--- config.mk ---
export PLATFORM = sky130hd
export DESIGN_NAME = asic_cfg_loader
export DESIGN_NICKNAME = d
export VERILOG_FILES = /design/src/rtl/cfg_loader_pkg.sv /design/src/rtl/cfg_word_buf.sv /design/src/rtl/cfg_sclk_div.sv /design/src/rtl/cfg_shift_engine.sv /design/src/rtl/asic_cfg_loader.sv
export SDC_FILE = /design/constraint.sdc
export NUM_CORES = 2
export LEC_CHECK = 0
export BUFFER_PORTS_ARGS = -buffer_cell sky130_fd_sc_hd__buf_4
export CAP_MARGIN = 20
export CORE_AREA = 2 2 407 409
export CTS_CLUSTER_DIAMETER = 100
export CTS_CLUSTER_SIZE = 24
export DETAILED_ROUTE_END_ITERATION = 16
export DIE_AREA = 0 0 409 411
export SYNTH_ARGS = -nofsm -noshare
export SYNTH_HDL_FRONTEND = slang
export SYNTH_HIERARCHICAL = 1
export SYNTH_SLANG_ARGS = --single-unit
--- constraint.sdc ---
create_clock -name clk -period 7.9 [get_ports clk]
set_clock_uncertainty 0.15 [all_clocks]
set_input_delay 0 -clock clk [delete_from_list [all_inputs] [get_ports clk]]
set_output_delay 0 -clock clk [all_outputs]
set_load 0.005 [all_outputs]
--- src/rtl/cfg_loader_pkg.sv ---
package cfg_loader_pkg;
   typedef enum logic {
      ST_IDLE  = 1'b0,
      ST_SHIFT = 1'b1
   } eng_state_t;
endpackage

--- src/rtl/cfg_word_buf.sv ---
module cfg_word_buf #(
   parameter int WORD_W  = 96,
   parameter int N_WORDS = 18,
   parameter int IDX_W   = 5
) (
   input  logic              clk,
   input  logic              wr_en,
   input  logic [IDX_W-1:0]  wr_idx,
   input  logic [WORD_W-1:0] wr_data,
   input  logic [IDX_W-1:0]  rd_idx,
   output logic [WORD_W-1:0] rd_data
);
   logic [WORD_W-1:0] mem [N_WORDS];

   always_ff @(posedge clk) begin
      if (wr_en && (int'(wr_idx) < N_WORDS))
         mem[wr_idx] <= wr_data;
   end

   always_comb begin
      rd_data = '0;
      for (int i = 0; i < N_WORDS; i++)
         if (int'(rd_idx) == i) rd_data = mem[i];
   end
endmodule

--- src/rtl/cfg_sclk_div.sv ---
module cfg_sclk_div #(
   parameter int SCLK_DIV = 4
) (
   input  logic clk,
   input  logic rst_n,
   input  logic en,
   output logic rise_tick,
   output logic fall_tick
);
   generate
      if (SCLK_DIV == 2) begin : g_toggle
         logic ph;
         always_ff @(posedge clk or negedge rst_n) begin
            if (!rst_n)   ph <= 1'b0;
            else if (!en) ph <= 1'b0;
            else          ph <= ~ph;
         end
         assign rise_tick = en && !ph;
         assign fall_tick = en && ph;
      end else begin : g_count
         localparam int CNT_W = $clog2(SCLK_DIV);
         localparam logic [CNT_W-1:0] HALF_M1 = CNT_W'(SCLK_DIV/2 - 1);
         localparam logic [CNT_W-1:0] FULL_M1 = CNT_W'(SCLK_DIV - 1);
         logic [CNT_W-1:0] cnt;
         always_ff @(posedge clk or negedge rst_n) begin
            if (!rst_n)                cnt <= '0;
            else if (!en)              cnt <= '0;
            else if (cnt == FULL_M1)   cnt <= '0;
            else                       cnt <= cnt + 1'b1;
         end
         assign rise_tick = en && (cnt == HALF_M1);
         assign fall_tick = en && (cnt == FULL_M1);
      end
   endgenerate
endmodule

--- src/rtl/cfg_shift_engine.sv ---
module cfg_shift_engine
   import cfg_loader_pkg::*;
#(
   parameter int WORD_W  = 96,
   parameter int N_WORDS = 18,
   parameter int IDX_W   = 5,
   parameter int N_CHIPS = 4,
   parameter int CHIP_W  = 2
) (
   input  logic              clk,
   input  logic              rst_n,
   input  logic              start,
   input  logic [CHIP_W-1:0] chip_idx,
   input  logic              rise_tick,
   input  logic              fall_tick,
   input  logic [WORD_W-1:0] rd_data,
   output logic [IDX_W-1:0]  rd_idx,
   output logic              active,
   output logic              done,
   output logic              sclk,
   output logic              sdo,
   output logic [N_CHIPS-1:0] cs_n
);
   localparam int BIT_W = $clog2(WORD_W);
   localparam logic [BIT_W-1:0] LAST_BIT  = BIT_W'(WORD_W - 1);
   localparam logic [IDX_W-1:0] LAST_WORD = IDX_W'(N_WORDS - 1);

   eng_state_t        state;
   logic [IDX_W-1:0]  word_q;
   logic [BIT_W-1:0]  bit_q;
   logic [WORD_W-1:0] shreg;
   logic              accept;

   assign accept = (state == ST_IDLE) && start && (int'(chip_idx) < N_CHIPS);
   assign rd_idx = (state == ST_IDLE || word_q == LAST_WORD) ? '0 : word_q + 1'b1;
   assign active = (state == ST_SHIFT);
   assign sdo    = shreg[WORD_W-1];

   always_ff @(posedge clk or negedge rst_n) begin
      if (!rst_n) begin
         state  <= ST_IDLE;
         word_q <= '0;
         bit_q  <= '0;
         shreg  <= '0;
         sclk   <= 1'b0;
         done   <= 1'b0;
         cs_n   <= '1;
      end else begin
         done <= 1'b0;
         if (accept) begin
            state  <= ST_SHIFT;
            word_q <= '0;
            bit_q  <= '0;
            shreg  <= rd_data;
            for (int i = 0; i < N_CHIPS; i++)
               cs_n[i] <= (int'(chip_idx) != i);
         end else if (state == ST_SHIFT) begin
            if (rise_tick) sclk <= 1'b1;
            if (fall_tick) begin
               sclk <= 1'b0;
               if (bit_q == LAST_BIT) begin
                  bit_q <= '0;
                  if (word_q == LAST_WORD) begin
                     state <= ST_IDLE;
                     cs_n  <= '1;
                     done  <= 1'b1;
                     shreg <= '0;
                  end else begin
                     word_q <= word_q + 1'b1;
                     shreg  <= rd_data;
                  end
               end else begin
                  bit_q <= bit_q + 1'b1;
                  shreg <= {shreg[WORD_W-2:0], 1'b0};
               end
            end
         end
      end
   end
endmodule

--- src/rtl/asic_cfg_loader.sv ---
module asic_cfg_loader #(
   parameter int GLOBAL_BITS = 192,
   parameter int CHAN_BITS   = 24,
   parameter int N_CHAN      = 64,
   parameter int WORD_W      = 96,
   parameter int N_CHIPS     = 4,
   parameter int SCLK_DIV    = 4,
   localparam int TOTAL_BITS = GLOBAL_BITS + CHAN_BITS * N_CHAN,
   localparam int N_WORDS    = TOTAL_BITS / WORD_W,
   localparam int IDX_W      = $clog2(N_WORDS),
   localparam int CHIP_W     = (N_CHIPS > 1) ? $clog2(N_CHIPS) : 1
) (
   input  logic               clk,
   input  logic               rst_n,
   input  logic               wr_en,
   input  logic [IDX_W-1:0]   wr_idx,
   input  logic [WORD_W-1:0]  wr_data,
   input  logic               start,
   input  logic [CHIP_W-1:0]  chip_idx,
   output logic               busy,
   output logic               done,
   output logic               sclk,
   output logic               sdo,
   output logic [N_CHIPS-1:0] cs_n
);
   generate
      if (SCLK_DIV < 2 || (SCLK_DIV % 2) != 0) begin : g_bad_div
         $error("SCLK_DIV must be even and at least 2");
      end
      if ((TOTAL_BITS % WORD_W) != 0) begin : g_bad_pack
         $error("image length must be a whole number of words");
      end
      if (GLOBAL_BITS % WORD_W != 0) begin : g_bad_global
         $error("global section must fill whole words");
      end
      if (N_CHIPS < 1) begin : g_bad_chips
         $error("N_CHIPS must be at least 1");
      end
   endgenerate

   logic [IDX_W-1:0]  rd_idx;
   logic [WORD_W-1:0] rd_data;
   logic              rise_tick, fall_tick;

   cfg_word_buf #(.WORD_W(WORD_W), .N_WORDS(N_WORDS), .IDX_W(IDX_W)) u_buf (
      .clk(clk), .wr_en(wr_en), .wr_idx(wr_idx), .wr_data(wr_data),
      .rd_idx(rd_idx), .rd_data(rd_data)
   );

   cfg_sclk_div #(.SCLK_DIV(SCLK_DIV)) u_div (
      .clk(clk), .rst_n(rst_n), .en(busy),
      .rise_tick(rise_tick), .fall_tick(fall_tick)
   );

   cfg_shift_engine #(
      .WORD_W(WORD_W), .N_WORDS(N_WORDS), .IDX_W(IDX_W),
      .N_CHIPS(N_CHIPS), .CHIP_W(CHIP_W)
   ) u_eng (
      .clk(clk), .rst_n(rst_n), .start(start), .chip_idx(chip_idx),
      .rise_tick(rise_tick), .fall_tick(fall_tick),
      .rd_data(rd_data), .rd_idx(rd_idx),
      .active(busy), .done(done), .sclk(sclk), .sdo(sdo), .cs_n(cs_n)
   );
endmodule

==> impl_metrics.csv <==
group,metric,value,unit
synthesis,synthTopCellsByArea,"edfxtp_1, dfrtp_1, a21oi_1",
synthesis,ys_types,76,
synthesis,synth.mux.area_fraction,2.72,%
clock_network,numClockSinks,1845,
placed_design,io_buffers,114,
worst_hold_path,hold_path_class,"in -> reg",
grt,grt_pass1_wl,350,mm
synthesis,synth-seq-cells,1845,
setup_path,worstPathArrival,6.32,ns
synthesis,yosysMostFrequentCell,"edfxtp_1",
floorplan,die_h,411,um
finish,finalInstanceArea,81600,um^2
setup_path,crit_top_cell,"nor2_4",
setup_path,critPathLaunchType,"flop",
synthesis,synth_top_family_by_area,"compound AO/OA/AOI/OAI gates",
synthesis,synth_fa_ha_area_share,0.0852,%
synthesis,yosysTopAreaCellShare,70.7,%
setup_path,critPathKind,"reg -> reg",
floorplan,initial_core_util,44.8,%
timing,fin_tns_setup,0,ns
grt,grt_pass1_vias,46201,
synthesis,synth_seq_area_share,74.7,%
synthesis,synth_edf_count,1728,
job,maxCapViolCount,0,
power,power_density,239,nW/um^2
setup_path,cp_top_family,"simple AND/OR/NAND/NOR gates",
floorplan,io_pins,115,
outcome,outcome,"complete, no violations",
synthesis,syn_nets,5103,
placed_design,gp_congestion,0.896,
floorplan,fp.dieW,409,um
clock_network,clk_pin_slew,0.10,ns
power,peakVddDrop,0.163,mV
floorplan,rows,149,
route,detail_route.wl_per_cell,33.6,um
placed_design,place_area,76900,um^2
grt,antenna_found_initial,9,
synthesis,synthXorXnorAreaFrac,0.0239,%
synthesis,yosys_warnings,6,
setup_path,path_cells,"ha_1, nand4bb_1, nand2_1, nor2_4, buf_12, or4b_1, nor2_4, buf_4, a221o_1, o221ai_1, a221oi_1, mux2i_1, o22ai_1, a311o_1",
finish,fillCellCount,13799,
clock_network,htree_levels,3,
setup_path,slowest_stage,"nor2_4",
clock_network,cts_tree,"yes",
synthesis,synth_commonest_cells,"edfxtp_1, a21oi_1, nand2_1, o21ai_0, o22ai_1",
finish,nets,5265,
route,drc,0,
timing,fin_crit,5.78,ns
grt,grt_overflow,0,
setup_path,critPathMaxFanout,57,
timing,fmax,173,MHz
timing,worst-slew-pin-transition,1.24,ns
route,vias,49056,
synthesis,yosysTopAreaCell,"edfxtp_1",
timing,slew_headroom,17.0,%
timing,hold_viol_final,0,
timing,final-max-slew-violation-count,0,
synthesis,synthesis.area,73400,um^2
setup_path,required,8.44,ns
clock_network,ctsLongestPathBuffers,3,
synthesis,async_reset_ff_share,6.34,%
timing,finalCritPeriodShare,73.1,%
synthesis,synth_ff_type,"edfxtp_1",
clock_network,cts_root_buf,"clkbuf_16",
setup_path,endpoint_kind,"flop",
power,p_total,19.5,mW
floorplan,core_area,164000,um^2
synthesis,synth_compound_area_share,14.8,%
clock_network,clock_latency,0.77,ns
grt,grt_max_degree,97,
finish,area_growth_syn_to_layout,11.2,%
synthesis,syn-mean-instance-area,14.7,um^2
route,first_pass_iters,7,
synthesis,synth-simple-area-share,5.31,%
grt,grt_usage,29.0,%
power,leakage,26.6,nW
route,vias_per_cell,6.61,
timing,hold_slack,0.0140,ns
setup_path,crit_buf_inv,2,
placed_design,dp_hpwl,136,mm
route,drt-total-wl,249,mm
timing,rsz0062_at_grt,"false",
timing,setup_viol,0,
synthesis,syn-instance-count,4991,
finish,drive_gt1_share,8.67,%
clock_network,cts_buffers,88,
setup_path,cpPeakStageDelay,0.91,ns
floorplan,dieArea,168000,um^2
route,drtIter0Drc,7804,
route,ant_nets,0,
[kinds of logic (layout without fill, tap and decap cells)]
family          Yosys count  after routing
flops                  1845           1845
compound gates         1699           1699
simple gates            849            849
buf+inv                 393            626
mux                     198            198
fa+ha+maj                 5              5
xor+xnor                  2              2
other cells               0              3
[worst register-to-register path, cell delays in order, from the launching register on]
cell and delay, ns:
dfrtp_1 0.50, ha_1 0.25, nand4bb_1 0.24, nand2_1 0.33, nor2_4 0.21, buf_12 0.28, or4b_1 0.91, nor2_4 0.91
buf_4 0.59, a221o_1 0.20, o221ai_1 0.11, a221oi_1 0.54, mux2i_1 0.16, o22ai_1 0.20, a311o_1 0.14
[layout by cell type, fill, tap and decap left out, types with 17 or more instances in the layout]
cell type         n
a311o_1          95
nand2_1         302
dfrtp_1         112
o211ai_1         17
clkbuf_1         63
buf_4           235
edfxtp_1       1728
buf_12           17
o21ai_0         307
a221oi_1         74
a21oi_1         559
nand3_1         134
a211oi_1         29
dlygate4sd3_1   197
o221ai_1         47
nor2_1          172
clkbuf_16        92
a222oi_1         22
mux2i_1         186
a22oi_1         111
nor2_4           26
nand2b_1         17
nor3_1           51
o22ai_1         288
a32o_1           25
a31oi_1          22
nor2b_1          32
[per-layer routing]
layer  vias up  global-route usage, %  wire length (um)
li1      20185                      -                 -
met2      3271                   44.3            112000
met1     25098                   40.7             97400
met4         6                   11.8             11100
met5         -                  0.678               194
met3       496                   6.03             29100
[worst paths after layout]
path,from,to,slack (ns),cells after the start
worst max-delay path,u_eng/word_q[0],u_eng/shreg[72],2.12,14
worst min-delay path,wr_data[35],u_buf/mem[0][35],0.01,2
max in group asynchronous,rst_n,u_eng/shreg[61],6.26,4
min in group asynchronous,rst_n,u_eng/cs_n[2],0.23,3
worst max register to register,u_eng/word_q[0],u_eng/shreg[72],2.12,14
worst min register to register,u_div/g_count.cnt[0],u_div/g_count.cnt[0],0.34,1
[registers in the layout (all words and copies together) (netlist names)]
name	count
u_buf/mem	1728
u_div/g_count.cnt	2
u_eng/active	1
u_eng/bit_q	7
u_eng/cs_n	4
u_eng/done	1
u_eng/sclk	1
u_eng/shreg	96
u_eng/word_q	5
[stage by stage]
| step | util [%] | worst slack, ns | instances |
|---|---|---|---|
| after floorplan | - | 0.244 | 4991 |
| after global placement | 46.9 | 2.37 | 7048 |
| after detailed placement | 46.9 | 2.27 | 7050 |
| after CTS | 49.8 | 2.21 | 7409 |
| after global routing | 49.8 | 2.03 | 7413 |
| final | 49.8 | 2.12 | 7416 |
[final cells by class]
type | instances | area [um^2] | share of cell area, %
clock inverter | 6 | 82.6 | 0.101
inverter | 9 | 33.8 | 0.0414
timing repair buffer | 456 | 4190 | 5.13
multi-input combinational | 2753 | 17200 | 21.1
clock buffer | 155 | 2540 | 3.11
sequential | 1845 | 54800 | 67.2
antenna | 3 | 7.51 | 0.00920
tap | 2189 | 2740 | 3.36
[what timing repair did]
| item | in CTS | in global routing |
|---|---|---|
| buffers inserted | 0 | 0 |
| hold buffers | 198 | 0 |
| endpoints found under the hold margin | 2228 | 0 |
| gates resized for setup | 0 | 0 |
[report_power, final]
part | leakage (nW) | internal [mW] | switching (mW)
Clock | 1.25 | 2.23 | 3.07
Combinational | 8.19 | 0.960 | 1.98
Sequential | 17.1 | 11.0 | 0.242
Total | 26.6 | 14.2 | 5.30
Power figures use the tool's default switching activity.
